$ cat config.mk
export PLATFORM = sky130hd
export DESIGN_NAME = hazard_interlock
export DESIGN_NICKNAME = d
export VERILOG_FILES = /design/src/rtl/hazard_pkg.sv /design/src/rtl/hazard_match.sv /design/src/rtl/hazard_ctl.sv /design/src/rtl/hazard_interlock.sv
export SDC_FILE = /design/constraint.sdc
export NUM_CORES = 1
export LEC_CHECK = 0
export ABC_AREA = 1
export BUFFER_PORTS_ARGS = -buffer_cell sky130_fd_sc_hd__buf_4
export CAP_MARGIN = 15
export CORE_MARGIN = 2
export CORE_UTILIZATION = 29
export DETAILED_ROUTE_END_ITERATION = 8
export PLACE_DENSITY = 0.62
export SYNTH_ARGS = -nofsm -noshare
export SYNTH_HDL_FRONTEND = slang
export SYNTH_HIERARCHICAL = 1
export SYNTH_SLANG_ARGS = --single-unit
$ cat constraint.sdc
create_clock -name vclk -period 1.9
set_input_delay 0.095 -clock vclk [all_inputs]
set_output_delay 0.095 -clock vclk [all_outputs]
set_load 0.02 [all_outputs]
$ cat src/rtl/hazard_pkg.sv
package hazard_pkg;

  // Strobes passed from the interlock control to the top-level outputs.
  typedef struct packed {
    logic holdFetch;
    logic holdDecode;
    logic insertBubble;
  } stallStrobes_t;

  // Indices of producer stages in the comparison matrix.
  localparam int unsigned PROD_EX  = 0;
  localparam int unsigned PROD_MEM = 1;

  // Indices of decode sources in the comparison matrix.
  localparam int unsigned SRC_A = 0;
  localparam int unsigned SRC_B = 1;

endpackage

$ cat src/rtl/hazard_match.sv
// Comparison datapath: one comparator per (producer stage, decode source) pair.
module hazard_match #(
  parameter int unsigned REG_W         = 5,
  parameter int unsigned NUM_PROD      = 2,
  parameter int unsigned NUM_SRC       = 2,
  parameter bit          ZERO_REG_HARD = 1'b1
) (
  input  logic [NUM_SRC-1:0][REG_W-1:0]  srcReg,
  input  logic [NUM_SRC-1:0]             srcUsed,
  input  logic [NUM_PROD-1:0][REG_W-1:0] prodRd,
  input  logic [NUM_PROD-1:0]            prodWe,
  output logic [NUM_PROD-1:0][NUM_SRC-1:0] hitMatrix
);

  logic [NUM_PROD-1:0] prodLive;

  for (genvar p = 0; p < NUM_PROD; p++) begin : g_prod
    if (ZERO_REG_HARD) begin : g_zeroHard
      // Writes to register 0 are discarded, so such a producer is harmless.
      assign prodLive[p] = prodWe[p] && (prodRd[p] != '0);
    end else begin : g_zeroSoft
      assign prodLive[p] = prodWe[p];
    end

    for (genvar s = 0; s < NUM_SRC; s++) begin : g_src
      assign hitMatrix[p][s] = prodLive[p] && srcUsed[s] &&
                               (srcReg[s] == prodRd[p]);
    end
  end

endmodule

$ cat src/rtl/hazard_ctl.sv
// Control: folds the comparison matrix into the stall strobes.
module hazard_ctl
  import hazard_pkg::*;
#(
  parameter int unsigned NUM_PROD = 2,
  parameter int unsigned NUM_SRC  = 2
) (
  input  logic [NUM_PROD-1:0][NUM_SRC-1:0] hitMatrix,
  output stallStrobes_t                    strobes
);

  logic [NUM_PROD-1:0] stageHit;
  logic                anyHit;

  for (genvar p = 0; p < NUM_PROD; p++) begin : g_stage
    assign stageHit[p] = |hitMatrix[p];
  end

  assign anyHit = |stageHit;

  always_comb begin
    strobes              = '0;
    strobes.holdFetch    = anyHit;
    strobes.holdDecode   = anyHit;
    strobes.insertBubble = anyHit;
  end

endmodule

$ cat src/rtl/hazard_interlock.sv
// Top: packs the pipeline fields for the matcher and drives the stall enables.
module hazard_interlock
  import hazard_pkg::*;
#(
  parameter int unsigned REG_W = 5
) (
  input  logic [REG_W-1:0] idRs1,
  input  logic             idRs1Used,
  input  logic [REG_W-1:0] idRs2,
  input  logic             idRs2Used,
  input  logic [REG_W-1:0] exRd,
  input  logic             exRegWrite,
  input  logic [REG_W-1:0] memRd,
  input  logic             memRegWrite,
  output logic             pcWrite,
  output logic             ifIdWrite,
  output logic             bubbleSel
);

  localparam int unsigned NUM_PROD = 2;
  localparam int unsigned NUM_SRC  = 2;

  logic [NUM_SRC-1:0][REG_W-1:0]    srcReg;
  logic [NUM_SRC-1:0]               srcUsed;
  logic [NUM_PROD-1:0][REG_W-1:0]   prodRd;
  logic [NUM_PROD-1:0]              prodWe;
  logic [NUM_PROD-1:0][NUM_SRC-1:0] hitMatrix;
  stallStrobes_t                    strobes;

  always_comb begin
    srcReg[SRC_A]   = idRs1;
    srcReg[SRC_B]   = idRs2;
    srcUsed[SRC_A]  = idRs1Used;
    srcUsed[SRC_B]  = idRs2Used;
    prodRd[PROD_EX]  = exRd;
    prodRd[PROD_MEM] = memRd;
    prodWe[PROD_EX]  = exRegWrite;
    prodWe[PROD_MEM] = memRegWrite;
  end

  hazard_match #(
    .REG_W        (REG_W),
    .NUM_PROD     (NUM_PROD),
    .NUM_SRC      (NUM_SRC),
    .ZERO_REG_HARD(1'b1)
  ) u_match (
    .srcReg   (srcReg),
    .srcUsed  (srcUsed),
    .prodRd   (prodRd),
    .prodWe   (prodWe),
    .hitMatrix(hitMatrix)
  );

  hazard_ctl #(
    .NUM_PROD(NUM_PROD),
    .NUM_SRC (NUM_SRC)
  ) u_ctl (
    .hitMatrix(hitMatrix),
    .strobes  (strobes)
  );

  assign pcWrite   = !strobes.holdFetch;
  assign ifIdWrite = !strobes.holdDecode;
  assign bubbleSel = strobes.insertBubble;

endmodule

==> flow_summary.yaml <==
global_routing:
  grt_max_degree: 6
  grt-ovfl-total: 0
  gr-usage-all-layers: 0.143
  grt_pass1_wl_mm: 2.22
  antenna_found_initial: 0
  grt_pass1_vias: 578
pwr:
  swShare: 0.526
  p_leak_nw: 0.442
  seq_power_share: 0
  clockPowerShare: 0
  ir_drop_uv: 65.7
  p_sw_mw: 0.0702
  p_int_mw: 0.0633
  power_density_nw_per_um2: 202
  combPwrFrac: 1.000
detailed_routing:
  m1WireLength_um: 590
  avgRoutedWirePerCell_um: 8.31
  ant_nets: 0
  wl_met3_um: 71
  wl_mm: 1.27
  drt_first_pass_iters: 6
  drt-vias-per-instance: 4.26
  drt_iter0_markers: 17
  vias: 652
  top_layer: "met3"
  dr_wl_met2_um: 610
  drc_errors: 0
worst_hold_path:
  min_delay_worst_endpoint: "bubbleSel"
  min_from: "exRegWrite"
  min_path_cells: 6
  min_path_type: "input pin to output port"
clocking:
  postCtsHoldBufs: 0
  postCtsSetupBuffers: 0
  cts_resized: 0
sta:
  tightestPinTransition_ns: 0.235
  rsz0062_at_grt: "false"
  fin_ws_ns: 0.753
  max_freq_ghz: 0.872
  relSlewSlack: 0.842
  period_share: 0.603
  setup_tns_ns: 0
  fin_crit_ns: 1.15
  final_max_slew_viol_count: 0
  fin_hold_ws_ns: 0.705
  setup_violations: 0
  finalHoldViolCount: 0
finish:
  drive_gt1_frac: 0.307
  nets: 163
  area_growth_pct: 43.5
  clockBufferCount: 0
  final_cells: 153
  nFlopsAndLatches: 0
  regArea_sq_um: 0
  antennaDiodeCount: 0
floorplanning:
  coreArea_sq_um: 1490
  die_h_um: 43.8
  ios: 27
  start_util: 0.309
  num_rows: 14
  dieArea_sq_um: 1920
  die_x_um: 43.8
logic_synthesis:
  seq_area_frac_synth: 0
  syn_area_sq_um: 460
  synthDistinctLibCells: 9
  synth.most_common_cell: "nand2_1"
  syn_area_per_cell_sq_um: 4.07
  synth_top_area_cell: "nand2_1"
  yosysWarnings: 6
  synth_top_area_frac: 0.473
  syn_nets: 137
  ys_top_cells_by_area: "nand2_1 47%, nor2_1 14%, inv_1 9.8%, nor2_2 8.2%, inv_2 7.3%"
  postSynthCellCount: 113
  synth_commonest_cells: "58 x nand2_1, 17 x nor2_1, 12 x inv_1"
critical_path:
  cpMaxStageDelayCell: "o21ai_0"
  cp.required_ns: 1.80
  critical_path_class: "input pin to output port"
  path_max_fanout: 3
  worstPathCellList: "buf_4, inv_1, nand3_1, o21ai_0, nor2_1, nor2_1, nand2_1, inv_1, buf_4"
  cp.arrival_ns: 1.05
  crit_path_max_incr_delay_ns: 0.22
  end_kind: "output port"
  start_kind: "input pin"
placement:
  hpwl_mm: 1.14
  gp_congestion: 0.807
  dp_slack_ns: 0.755
  io_buffer_count: 27
  placed_cells: 153
job:
  maxCapViolCount: 0
outcome:
  status: "completed"
[metal layers]
layer,vias to the layer above,track usage
met4,0,0
met5,-,0
met2,17,0.244
li1,373,-
met3,0,0
met1,262,0.212
[placed cells by master, fill, tap and decap left out]
master and instances:
o21ai_1 1, o21ai_0 1, inv_1 12, nand3_1 6, buf_4 27, nor2_2 6, nor2_1 17, nand2_1 58
inv_2 9
[critical path: cells and delay by family]
kind / cells / cell delay, ns
buffers and inverters: 4 / 0.39
AND/OR/NAND/NOR: 4 / 0.35
AO/OA/AOI/OAI: 1 / 0.22
[power by group through the flow]
stage                     clock network (mW)  registers [mW]  logic (mW)
after floorplan                            0               0      0.0716
after global placement                     0               0       0.133
after detailed placement                   0               0       0.134
after CTS                                  0               0       0.134
after global routing                       0               0       0.152
final                                      0               0       0.133
[area by class of cell]
type,count,area (sq um)
Tap cell,16,20.0
Timing Repair Buffer,27,203
Inverter,21,78.8
Multi-Input combinational cell,89,359
Fill cell,176,828
[worst max path at each step]
stage                   from   endpoint
finish              memRd[2]    pcWrite
global route        memRd[2]  ifIdWrite
CTS                 memRd[2]    pcWrite
detailed placement  memRd[2]    pcWrite
global placement    memRd[2]  ifIdWrite
floorplan           memRd[2]  ifIdWrite
[metrics by stage]
stage | utilization | total power, mW | cell area [sq um]
2_1_floorplan | - | 0.0716 | 460
3_3_place_gp | 0.444 | 0.133 | 661
3_5_place_dp | 0.444 | 0.134 | 661
4_1_cts | 0.444 | 0.134 | 661
5_1_grt | 0.444 | 0.152 | 661
6_report | 0.444 | 0.133 | 661
[logic make-up after synthesis]
family,Yosys count,share of synthesized area
buffers and inverters,24,0.220
AO/OA/AOI/OAI,2,0.0217
AND/OR/NAND/NOR,87,0.758
Power figures use the tool's default switching activity.
